File: config.mk
export PLATFORM = sky130hd
export DESIGN_NAME = lpc_sirq_aggr
export DESIGN_NICKNAME = d
export VERILOG_FILES = /design/src/rtl/lpc_sirq_pkg.sv /design/src/rtl/lpc_sirq_regport.sv /design/src/rtl/lpc_sirq_ctrl_stage.sv /design/src/rtl/lpc_sirq_bus_stage.sv /design/src/rtl/lpc_sirq_aggr.sv
export SDC_FILE = /design/constraint.sdc
export NUM_CORES = 1
export LEC_CHECK = 0
export BUFFER_PORTS_ARGS = -buffer_cell sky130_fd_sc_hd__clkbuf_2
export CAP_MARGIN = 10
export CORE_MARGIN = 4
export CORE_UTILIZATION = 63
export CTS_BUF_LIST = sky130_fd_sc_hd__clkbuf_8
export DETAILED_ROUTE_END_ITERATION = 6
export PLACE_DENSITY_LB_ADDON = 0.2
export SYNTH_ARGS = -nofsm -noshare
export SYNTH_HDL_FRONTEND = slang
export SYNTH_HIERARCHICAL = 1
export SYNTH_SLANG_ARGS = --single-unit
File: constraint.sdc
create_clock -name clk -period 5.6 [get_ports clk]
set_clock_uncertainty 0.05 [all_clocks]
set_input_delay 0 -clock clk [delete_from_list [all_inputs] [get_ports clk]]
set_output_delay 0 -clock clk [all_outputs]
set_load 0.01 [all_outputs]
File: src/rtl/lpc_sirq_pkg.sv
package lpc_sirq_pkg;

    localparam int DATA_W = 32;
    localparam int ADDR_W = 3;

    typedef enum logic [ADDR_W-1:0] {
        A_CTRL  = 3'd0,
        A_CMASK = 3'd1,
        A_CSTAT = 3'd2,
        A_BIN   = 3'd3,
        A_BSTAT = 3'd4,
        A_BMASK = 3'd5,
        A_BPOL  = 3'd6,
        A_NONE  = 3'd7
    } reg_addr_e;

    typedef struct packed {
        logic ctrl;
        logic cmask;
        logic cstat;
        logic bstat;
        logic bmask;
        logic bpol;
    } wr_strobe_t;

endpackage

File: src/rtl/lpc_sirq_regport.sv
module lpc_sirq_regport
    import lpc_sirq_pkg::*;
#(
    parameter int DW = DATA_W,
    parameter int AW = ADDR_W
) (
    input  logic          clk,
    input  logic          rst_n,
    input  logic          reg_wr,
    input  logic          reg_rd,
    input  logic [AW-1:0] reg_addr,
    input  logic [DW-1:0] ctrl_q,
    input  logic [DW-1:0] cmask_q,
    input  logic [DW-1:0] cstat_q,
    input  logic [DW-1:0] bin_live,
    input  logic [DW-1:0] bstat_q,
    input  logic [DW-1:0] bmask_q,
    input  logic [DW-1:0] bpol_q,
    output wr_strobe_t    wr_stb,
    output logic [DW-1:0] reg_rdata
);

    reg_addr_e       sel;
    logic [DW-1:0]   rd_mux;

    assign sel = reg_addr_e'(reg_addr);

    // Write decode: one strobe per writable register; the input register has none.
    always_comb begin
        wr_stb = '0;
        if (reg_wr) begin
            unique case (sel)
                A_CTRL:  wr_stb.ctrl  = 1'b1;
                A_CMASK: wr_stb.cmask = 1'b1;
                A_CSTAT: wr_stb.cstat = 1'b1;
                A_BSTAT: wr_stb.bstat = 1'b1;
                A_BMASK: wr_stb.bmask = 1'b1;
                A_BPOL:  wr_stb.bpol  = 1'b1;
                default: wr_stb = '0;
            endcase
        end
    end

    always_comb begin
        unique case (sel)
            A_CTRL:  rd_mux = ctrl_q;
            A_CMASK: rd_mux = cmask_q;
            A_CSTAT: rd_mux = cstat_q;
            A_BIN:   rd_mux = bin_live;
            A_BSTAT: rd_mux = bstat_q;
            A_BMASK: rd_mux = bmask_q;
            A_BPOL:  rd_mux = bpol_q;
            default: rd_mux = '0;
        endcase
    end

    always_ff @(posedge clk) begin
        if (!rst_n) begin
            reg_rdata <= '0;
        end else if (reg_rd) begin
            reg_rdata <= rd_mux;
        end
    end

endmodule

File: src/rtl/lpc_sirq_ctrl_stage.sv
module lpc_sirq_ctrl_stage #(
    parameter int NUM_LINES = 16,
    parameter int DW        = 32,
    parameter int BASE_BIT  = 31,
    parameter int EN_BIT    = 31
) (
    input  logic                 clk,
    input  logic                 rst_n,
    input  logic [NUM_LINES-1:0] irq_lines,
    input  logic                 wr_ctrl,
    input  logic                 wr_cmask,
    input  logic                 wr_cstat,
    input  logic [DW-1:0]        wdata,
    output logic [DW-1:0]        ctrl_q,
    output logic [DW-1:0]        cmask_q,
    output logic [DW-1:0]        cstat_q,
    output logic                 ctrl_line
);

    localparam int LOW_BIT = BASE_BIT - (NUM_LINES - 1);

    logic [NUM_LINES-1:0] prev_q;
    logic [DW-1:0]        rise_vec;
    logic [DW-1:0]        clr_vec;

    // Line n lands MSB-first: BASE_BIT - n.
    always_comb begin
        rise_vec = '0;
        for (int i = 0; i < NUM_LINES; i++) begin
            rise_vec[BASE_BIT-i] = irq_lines[i] & ~prev_q[i];
        end
    end

    assign clr_vec   = wr_cstat ? wdata : '0;
    assign ctrl_line = ctrl_q[EN_BIT] && ((cstat_q & cmask_q) != '0);

    always_ff @(posedge clk) begin
        if (!rst_n) begin
            prev_q  <= '0;
            ctrl_q  <= '0;
            cmask_q <= '0;
            cstat_q <= '0;
        end else begin
            prev_q  <= irq_lines;
            // A new edge wins over a same-cycle clear.
            cstat_q <= (cstat_q & ~clr_vec) | rise_vec;
            if (wr_ctrl)  ctrl_q  <= wdata;
            if (wr_cmask) cmask_q <= wdata;
        end
    end

    initial begin
        if (LOW_BIT < 0) $error("line map does not fit below BASE_BIT");
    end

endmodule

File: src/rtl/lpc_sirq_bus_stage.sv
module lpc_sirq_bus_stage #(
    parameter int DW      = 32,
    parameter int LPC_BIT = 0
) (
    input  logic          clk,
    input  logic          rst_n,
    input  logic          ctrl_line,
    input  logic          wr_bstat,
    input  logic          wr_bmask,
    input  logic          wr_bpol,
    input  logic [DW-1:0] wdata,
    output logic [DW-1:0] bin_live,
    output logic [DW-1:0] bstat_q,
    output logic [DW-1:0] bmask_q,
    output logic [DW-1:0] bpol_q,
    output logic          host_irq
);

    typedef enum logic [0:0] { S_QUIET = 1'b0, S_RAISED = 1'b1 } host_state_e;

    host_state_e   state_q;
    host_state_e   state_d;
    logic [DW-1:0] clr_vec;
    logic [DW-1:0] bstat_d;

    always_comb begin
        bin_live          = '0;
        bin_live[LPC_BIT] = ctrl_line;
    end

    assign clr_vec = wr_bstat ? wdata : '0;
    // Sampling in the same cycle as the clear re-latches any still-active input.
    assign bstat_d = (bstat_q & ~clr_vec) | (bin_live & bmask_q);

    always_comb begin
        unique case (state_q)
            S_QUIET:  state_d = (bstat_d != '0) ? S_RAISED : S_QUIET;
            S_RAISED: state_d = (bstat_d == '0) ? S_QUIET  : S_RAISED;
            default:  state_d = S_QUIET;
        endcase
    end

    always_ff @(posedge clk) begin
        if (!rst_n) begin
            state_q <= S_QUIET;
            bstat_q <= '0;
            bmask_q <= '0;
            bpol_q  <= '0;
        end else begin
            state_q <= state_d;
            bstat_q <= bstat_d;
            if (wr_bmask) bmask_q <= wdata;
            if (wr_bpol)  bpol_q  <= wdata;
        end
    end

    always_comb begin
        host_irq = (state_q == S_RAISED);
    end

endmodule

File: src/rtl/lpc_sirq_aggr.sv
module lpc_sirq_aggr
    import lpc_sirq_pkg::*;
#(
    parameter int NUM_LINES = 16,
    parameter int BASE_BIT  = 31,
    parameter int EN_BIT    = 31,
    parameter int LPC_BIT   = 0
) (
    input  logic                 clk,
    input  logic                 rst_n,
    input  logic [NUM_LINES-1:0] irq_lines,
    input  logic                 reg_wr,
    input  logic                 reg_rd,
    input  logic [ADDR_W-1:0]    reg_addr,
    input  logic [DATA_W-1:0]    reg_wdata,
    output logic [DATA_W-1:0]    reg_rdata,
    output logic                 host_irq
);

    wr_strobe_t        wr_stb;
    logic [DATA_W-1:0] ctrl_q, cmask_q, cstat_q;
    logic [DATA_W-1:0] bin_live, bstat_q, bmask_q, bpol_q;
    logic              ctrl_line;

    lpc_sirq_regport #(.DW(DATA_W), .AW(ADDR_W)) u_port (
        .clk       (clk),
        .rst_n     (rst_n),
        .reg_wr    (reg_wr),
        .reg_rd    (reg_rd),
        .reg_addr  (reg_addr),
        .ctrl_q    (ctrl_q),
        .cmask_q   (cmask_q),
        .cstat_q   (cstat_q),
        .bin_live  (bin_live),
        .bstat_q   (bstat_q),
        .bmask_q   (bmask_q),
        .bpol_q    (bpol_q),
        .wr_stb    (wr_stb),
        .reg_rdata (reg_rdata)
    );

    lpc_sirq_ctrl_stage #(
        .NUM_LINES (NUM_LINES),
        .DW        (DATA_W),
        .BASE_BIT  (BASE_BIT),
        .EN_BIT    (EN_BIT)
    ) u_ctrl (
        .clk       (clk),
        .rst_n     (rst_n),
        .irq_lines (irq_lines),
        .wr_ctrl   (wr_stb.ctrl),
        .wr_cmask  (wr_stb.cmask),
        .wr_cstat  (wr_stb.cstat),
        .wdata     (reg_wdata),
        .ctrl_q    (ctrl_q),
        .cmask_q   (cmask_q),
        .cstat_q   (cstat_q),
        .ctrl_line (ctrl_line)
    );

    lpc_sirq_bus_stage #(.DW(DATA_W), .LPC_BIT(LPC_BIT)) u_bus (
        .clk       (clk),
        .rst_n     (rst_n),
        .ctrl_line (ctrl_line),
        .wr_bstat  (wr_stb.bstat),
        .wr_bmask  (wr_stb.bmask),
        .wr_bpol   (wr_stb.bpol),
        .wdata     (reg_wdata),
        .bin_live  (bin_live),
        .bstat_q   (bstat_q),
        .bmask_q   (bmask_q),
        .bpol_q    (bpol_q),
        .host_irq  (host_irq)
    );

endmodule

# After elaboration in Yosys (flattened, before gate mapping)
# Index checks and enable logic that the tools add are counted.
# W data, S select, Z words.
# word_totals
ff_bits,241
in_bits,55
output_inout_bits,33
elab_cells,74
# classes
n_eq_ne,6
n_mux,13
n_bitwise,41
reduce_logical,5
# ops
op,n
$pmux W32 S7,1
$and A32 B32 Y32,3
$mux W32,2
$not A32 Y32,2
$or A32 B32 Y32,2
$reduce_bool A32 Y1,2
$and A1 B32 Y32,1
$logic_not A32 Y1,1
$not A1 Y1,17
$and A1 B1 Y1,16
$eq A3 B3 Y1 const B,3
$mux W1,8
$eq A3 B2 Y1 const B,2
$mux W6,1
$eq A3 B1 Y1 const B,1
$logic_not A3 Y1,1
$pmux W1 S2,1
$logic_and A1 B1 Y1,1

# Logic depth before layout (Yosys ltp)
# Gate-level depths: netlist (run 1).
# logic_depth
depth_word,10
depth_mapped,9
mapped_depth_nobuf,8

# Hierarchy
# The synthesis (run 1) kept the hierarchy.
# by_module_without_submodules
module,n_inst,cells_per_inst,area_each_um2,seq_area_each_um2
lpc_sirq_ctrl_stage,1,396,4144.0,2242.2
lpc_sirq_bus_stage,1,412,3950.0,1941.9
lpc_sirq_regport,1,405,3103.0,640.6

# Least setup slack after synthesis (run 1)
# No wires, ideal clock.
# synth_path
path_kind,reg2reg
from,reg u_ctrl.cstat_q[13]
to,"reg u_bus.state_q, in the netlist u_bus/host_irq"
setup_time_ns,0.120
arrival_ns,1.616
t_required_ns,5.430
path_slack_ns,3.815
path_stages_with_launch,9
path_buffers,0
period_less_slack_ns,1.785
cell_sequence,dfxtp_1 -> a22oi_1 -> nand4_1 -> o41a_1 -> nand2_1 -> o21ai_0 -> nor4_1 -> nand3_1 -> o31a_1
# synth_between
elab_chain_len,8
elab_cells_between_ends,10
cone_classes,mux (3); bitwise (3); reduce/logical (4)
# synth_lines
element,line,source
start: declaration,lpc_sirq_ctrl_stage.sv:16,"output logic [DW-1:0] cstat_q,"
start signal: assignment,lpc_sirq_ctrl_stage.sv:46,cstat_q <= (cstat_q & ~clr_vec) | rise_vec;
$and A32 B32 Y32 (*),lpc_sirq_ctrl_stage.sv:35,assign ctrl_line = ctrl_q[EN_BIT] && ((cstat_q & cmask_q) != '0);
$reduce_bool A32 Y1 (*),lpc_sirq_ctrl_stage.sv:35,
$logic_and A1 B1 Y1 (*),lpc_sirq_ctrl_stage.sv:35,
net ctrl_line,lpc_sirq_aggr.sv:23,logic ctrl_line;
$and A1 B32 Y32 (*),lpc_sirq_bus_stage.sv:33,assign bstat_d = (bstat_q & ~clr_vec) | (bin_live & bmask_q);
$or A32 B32 Y32 (*),lpc_sirq_bus_stage.sv:33,
$logic_not A32 Y1 or $reduce_bool A32 Y1 (tied branches),"lpc_sirq_bus_stage.sv:38, lpc_sirq_bus_stage.sv:37",
$mux W1 (on tied branches),"lpc_sirq_bus_stage.sv:38, lpc_sirq_bus_stage.sv:37",
$pmux W1 S2 (*),lpc_sirq_bus_stage.sv:36,unique case (state_q)
end signal: assignment,lpc_sirq_bus_stage.sv:50,state_q <= state_d;
end: declaration,lpc_sirq_bus_stage.sv:21,host_state_e state_q;
# Mark *: on every way through the listed nets, which the timed path passes. The rest lies on a longest branch.
# A chain may end at the register's enable or synchronous reset.

==> impl_results.md, run 1 <==
* Syn Inst Count at 1,213
* CP arrival at 2820 ps
* I/O pins at 88
* Via count at 9,246
* Yosys warns at 6
* Avg WL per Cell at 19.4 um
* Final setup TNS at 0 ps
* Met2 GRT Util at 48.8%
* Gr usage total at 29.9%
* Sw Share at 25.1%
* Max Fclk at 409 MHz
* Core area at 17,400 sq um
* Run status: complete, no violations
* Synthesized area at 11,200 sq um
* Die W at 141 um
* Area contributors post-synth: dfxtp_1 (43%), mux2i_1 (17%), nor2b_1 (9.2%)
* Multi-input gate area at 5720 sq um
* Initial Util at 64.5%
* Max clock buf depth at 3
* Die footprint at 20,000 sq um
* Synth unique cells at 39
* Worst R2R Path Depth at 8
* Period minus WS final at 2450 ps
* Final hold violation count at 0
* PwrDens at 287 nW/um^2
* GR Util met3 at 4.45%
* CP max FO at 83
* Post-CTS setup buffers at 0
* Final setup vio count at 0
* Htree depth at 2
* Area grow syn2layout at 14.2%
* Leakage at 4.66 nW
* # diodes at 0
* Startpoint Class: primary input
* Hold Crit Class: in2reg
* Drt pass-1 iters at 5
* Post-synth EDFFs at 0
* Worst path max stage delay at 890 ps
* Unrepaired setup endpoints after global routing: false
* Pint at 2.74 mW
* Vias in the first global route at 8,916
* WP depth at 7
* FF/Latch Area at 4820 sq um
* Fillers at 1,352
* Clock root buffer: clkbuf_8
* CTS sink cnt at 241
* Logic pwr share at 9.1%
* Slew Viols, Final at 0
* Die H at 141 um
* Most common cell after layout, fill and taps aside: dfxtp_1
* Antenna violations before repair at 0
* Measured slew at the worst slew-check pin at 1250 ps
* Final layout net count at 1,366
* Clock-pin slew on the worst setup and hold paths at 60 ps
* Switching power at 0.922 mW
* Max Cap Viol at 0
* Site Rows at 48
* Cts bufs inserted at 39
* GPL Wtd Cong at 0.877
* Seq cells post-synth at 241
* Met1 Use GR at 41.1%
* Layout cells sized above 1 at 12.5%
* Highest-delay cell along the critical path: buf_4
* Seq pwr share at 48.7%
* CP required at 5970 ps
* Final period util at 43.7%
* Clock Power Share at 42.2%
* Hpwl dp at 18,400 um
* Clock Latency Late Sink at 530 ps
* Cell taking the most area after synthesis: dfxtp_1
* CP top delay family: buffers and inverters
* Remaining DRCs at 0
* CP Class: in2reg
* Hold depth at 4
* CP most frequent cell: buf_4
* First-pass GRT wire length at 48,400 um
* Final wirelength at 30,300 um
* Gr ovfl total at 0
* Relative slew slack at 16.5%
* Vias per cell at 5.91
* Remaining antenna violation count at 0
* # port buffers at 87
* Critical Path End Type: flip-flop
* Share of async-settable or async-resettable flops after synthesis at 0%
* Mean post-synth cell area at 9.23 sq um
* Worst path cell trace: buf_4 -> buf_4 -> nand2_1 -> nor2_4 -> buf_4 -> mux2i_1 -> nor2b_1
* Final total power at 3.67 mW
* Post-synth top area share at 43.1%
* Sequential element share of the synthesized area at 43.1%
* Iteration-0 DRC Markers at 891
* WP buf/inv at 3
* Top FF cell, synth: dfxtp_1
* CTS tree: yes
* Largest net degree at the start of global routing at 137
* Most Crowded Layer GR: met2
* Most frequent cells in the layout: dfxtp_1 (241), mux2i_1 (191), nor2b_1 (163)
* VDD IR max at 239 uV
-- cell families after synthesis --
group	count (synthesis)	synth area share, %
AOI/OAI and AO/OA	228	12.3
muxes	192	17.2
other	1	0.0335
buffers and inverters	155	7.16
and+or+nand+nor	396	20.3
DFF	241	43.1
-- cell usage after synthesis, types with 19 or more instances --
master    instances
buf_2            29
clkbuf_1         40
a21oi_1          97
nor2_1           19
dfxtp_1         241
mux2i_1         191
o21ai_0          20
nand2_1         101
nor2b_1         165
nand4b_1         36
o21ai_1          31
inv_1            31
buf_4            45
-- power groups by stage --
stage                     Sequential, mW  Combinational, mW  Clock [mW]
after floorplan                     1.81              0.214           0
after global placement              1.82              0.292           0
after detailed placement            1.82              0.298           0
after CTS                           1.79              0.325        1.57
after global routing                1.79              0.360        1.65
final                               1.79              0.333        1.55
-- final timing paths --
path / slack, ps / start / endpoint
min: 100 / reg_addr[2] / u_port/reg_rdata[11]
min reg2reg: 390 / u_port/reg_rdata[14] / u_port/reg_rdata[14]
max reg2reg: 3210 / u_ctrl/cmask_q[0] / u_bus/host_irq
max: 3150 / reg_addr[0] / u_bus/bmask_q[18]
-- final cells by class --
type / instances / share of cell area, %
Inverter: 31 / 0.910
Sequential cell: 241 / 37.7
Multi-Input combinational cell: 847 / 44.7
Tap cell: 225 / 2.20
Timing Repair Buffer: 151 / 8.18
Clock buffer: 50 / 5.38
Clock inverter: 20 / 0.890
-- flip-flops by register name, indices dropped and copies added (netlist names) --
signal / count
u_ctrl/cstat_q: 32
u_bus/bstat_q: 32
u_bus/host_irq: 1
u_ctrl/cmask_q: 32
u_bus/bmask_q: 32
u_bus/bpol_q: 32
u_port/reg_rdata: 32
u_ctrl/prev_q: 16
u_ctrl/ctrl_q: 32
-- worst min-delay path: cells and delay by family --
family	cells	cell delay [ps]
compound gates	3	370
buf+inv	1	240
-- what timing repair did --
action / CTS / global route
endpoints found under the hold margin: 209 / 0
gates resized for setup: 0 / 0
hold buffers: 49 / 0
setup endpoints to repair: 0 / 0
-- stage by stage --
step | setup WS, ps | utilization, % | hold WS (ps) | cell area, sq um | std cells
floorplan | 3810 | - | 37.0 | 11300 | 1243
global placement | 2720 | 66.2 | 162 | 11500 | 1446
detailed placement | 2660 | 66.2 | 166 | 11500 | 1446
CTS | 3210 | 73.7 | 68.1 | 12800 | 1565
global route | 2980 | 73.7 | 120 | 12800 | 1565
finish | 3150 | 73.7 | 96.3 | 12800 | 1565
-- layer usage --
layer	wire, um	vias up
met5	0	-
met4	765	0
met3	1960	64
met2	14400	343
met1	13200	4473
li1	-	4366
Power figures use the tool's default switching activity.
==> run 2: changes to the inputs <==
CORE_UTILIZATION = 62   (was 63)
clock period = 2.5 ns   (was 5.6 ns; I/O delays follow)
==> impl_results.md, run 2 (synthesized netlist as in run 1, its figures left out) <==
* Dpl ws at 428 ps
* Final worst slack at 344 ps
* Clock Latency Late Sink at 550 ps
* Core area at 17,500 sq um
* CP arrival at 2540 ps
* Final layout net count at 1,391
* Period minus WS final at 2160 ps
* Clock root buffer: clkbuf_8
* Via count at 9,435
* Most common cell after layout, fill and taps aside: dfxtp_1
* Final setup TNS at 0 ps
* Initial Util at 64.1%
* Startpoint Class: flip-flop
* Remaining DRCs at 0
* I/O pins at 88
* Placed cell area at 11,700 sq um
* Clock-pin slew on the worst setup and hold paths at 60 ps
* Run status: complete, but fails checks
* # port buffers at 87
* Post-CTS setup buffers at 0
* Hold Crit Class: in2reg
* Area grow syn2layout at 16.6%
* Worst R2R Path Depth at 8
* Drt pass-1 iters at 6
* Relative slew slack at 36.1%
* Antenna violations before repair at 0
* Hold depth at 3
* CTS tree: yes
* Unrepaired setup endpoints after global routing: false
* Die W at 142 um
* CP startpoint: u_ctrl/cmask_q[12]
* Remaining antenna violation count at 0
* Gr usage total at 31.3%
* R2r setup slk at 340 ps
* Critical Path End Type: flip-flop
* VDD IR max at 504 uV
* Slew Viols, Final at 0
* CP Class: reg2reg
* Hold WS at -1.11 ps
* Die footprint at 20,300 sq um
* Max Fclk at 464 MHz
* RR Endpoint: u_bus/host_irq
* Vias in the first global route at 9,212
* Measured slew at the worst slew-check pin at 959 ps
* Site Rows at 48
* Final period util at 86.3%
* Hpwl dp at 20,400 um
* Final hold violation count at 1
* Avg WL per Cell at 19.9 um
* Gr ovfl total at 0
* Final wirelength at 31,700 um
* Leakage at 4.79 nW
* Most frequent cells in the layout: dfxtp_1 (241), mux2i_1 (191), nor2b_1 (163)
* Cts bufs inserted at 41
* # diodes at 0
* Vias per cell at 5.94
* Die H at 142 um
* Max clock buf depth at 3
* Largest net degree at the start of global routing at 111
* CP max FO at 3
* Final setup vio count at 0
* First-pass GRT wire length at 50,900 um
* Max Cap Viol at 0
* GPL Wtd Cong at 0.935
* CP required at 2880 ps
* FF-to-FF Start: u_ctrl/cmask_q[12]
* Htree depth at 2
* PwrDens at 632 nW/um^2
* Design Area, Final at 13,100 sq um
* CTS sink cnt at 241
* Failing checks: negative hold slack
* Iteration-0 DRC Markers at 1,046
* Worst Setup EP: u_bus/host_irq
* Fillers at 1,251
* Layout cells sized above 1 at 13.6%
[run 2: changes by cell type in the layout (fill, tap and decap cells not counted), moves of 2 or more]
cell           before  now
buf_4              18   27
dlygate4sd3_1      49   57
buf_12              0    6
clkbuf_8           50   52
clkinvlp_4          1    3
[run 2: per-stage QoR]
stage | total power, mW | instances | utilization (%)
after floorplan | 4.55 | 1243 | -
after global placement | 4.79 | 1461 | 66.8
after detailed placement | 4.80 | 1461 | 66.8
after CTS | 8.27 | 1589 | 74.7
after global routing | 8.54 | 1589 | 74.7
final | 8.26 | 1589 | 74.7
[run 2: power by group]
part / total [mW] / internal [mW] / switching [mW] / leakage, nW
clock network: 3.45 / 1.86 / 1.59 / 0.455
registers: 3.99 / 3.94 / 0.0535 / 1.96
logic: 0.815 / 0.338 / 0.478 / 2.38
total: 8.26 / 6.14 / 2.12 / 4.79
[run 2: how the worst min path moves through the flow]
stage	start	endpoint
6_report	reg_addr[2]	u_port/reg_rdata[17]
5_1_grt	reg_addr[2]	u_port/reg_rdata[17]
4_1_cts	reg_addr[2]	u_port/reg_rdata[17]
3_5_place_dp	irq_lines[7]	u_ctrl/prev_q[7]
3_3_place_gp	irq_lines[14]	u_ctrl/prev_q[14]
2_1_floorplan	reg_wdata[15]	u_ctrl/cstat_q[15]
[run 2: worst max-delay path, stage by stage (launching register included)]
cell	delay, ps
dfxtp_1	320
a22oi_1	360
nand4_1	160
o41a_1	440
nand2_1	100
o21ai_0	80
nor4_1	180
nand3_1	110
o31a_1	240
[run 2: routing by layer]
metal	up-vias	track usage, %	share of wire (%)
li1	4419	-	-
met1	4490	43.5	43
met2	462	50.8	47
met3	64	4.87	7.9
met4	0	9.05	2.6
met5	-	0	0
[run 2: cell type report]
class                      count  area [sq um]  area share (%)
tap                          225           282            2.16
timing repair buffer         174          1310            10.1
inverter                      31           116           0.891
multi-input combinational    847          5720            43.8
clock buffer                  52           716            5.48
clock inverter                19          86.3           0.661
sequential                   241          4820            37.0
[run 2: repair_timing]
action                     4_1_cts  5_1_grt
resized for setup                0        0
hold buffers                    57        0
setup endpoints to repair        0        0
hold endpoints to repair       227        0
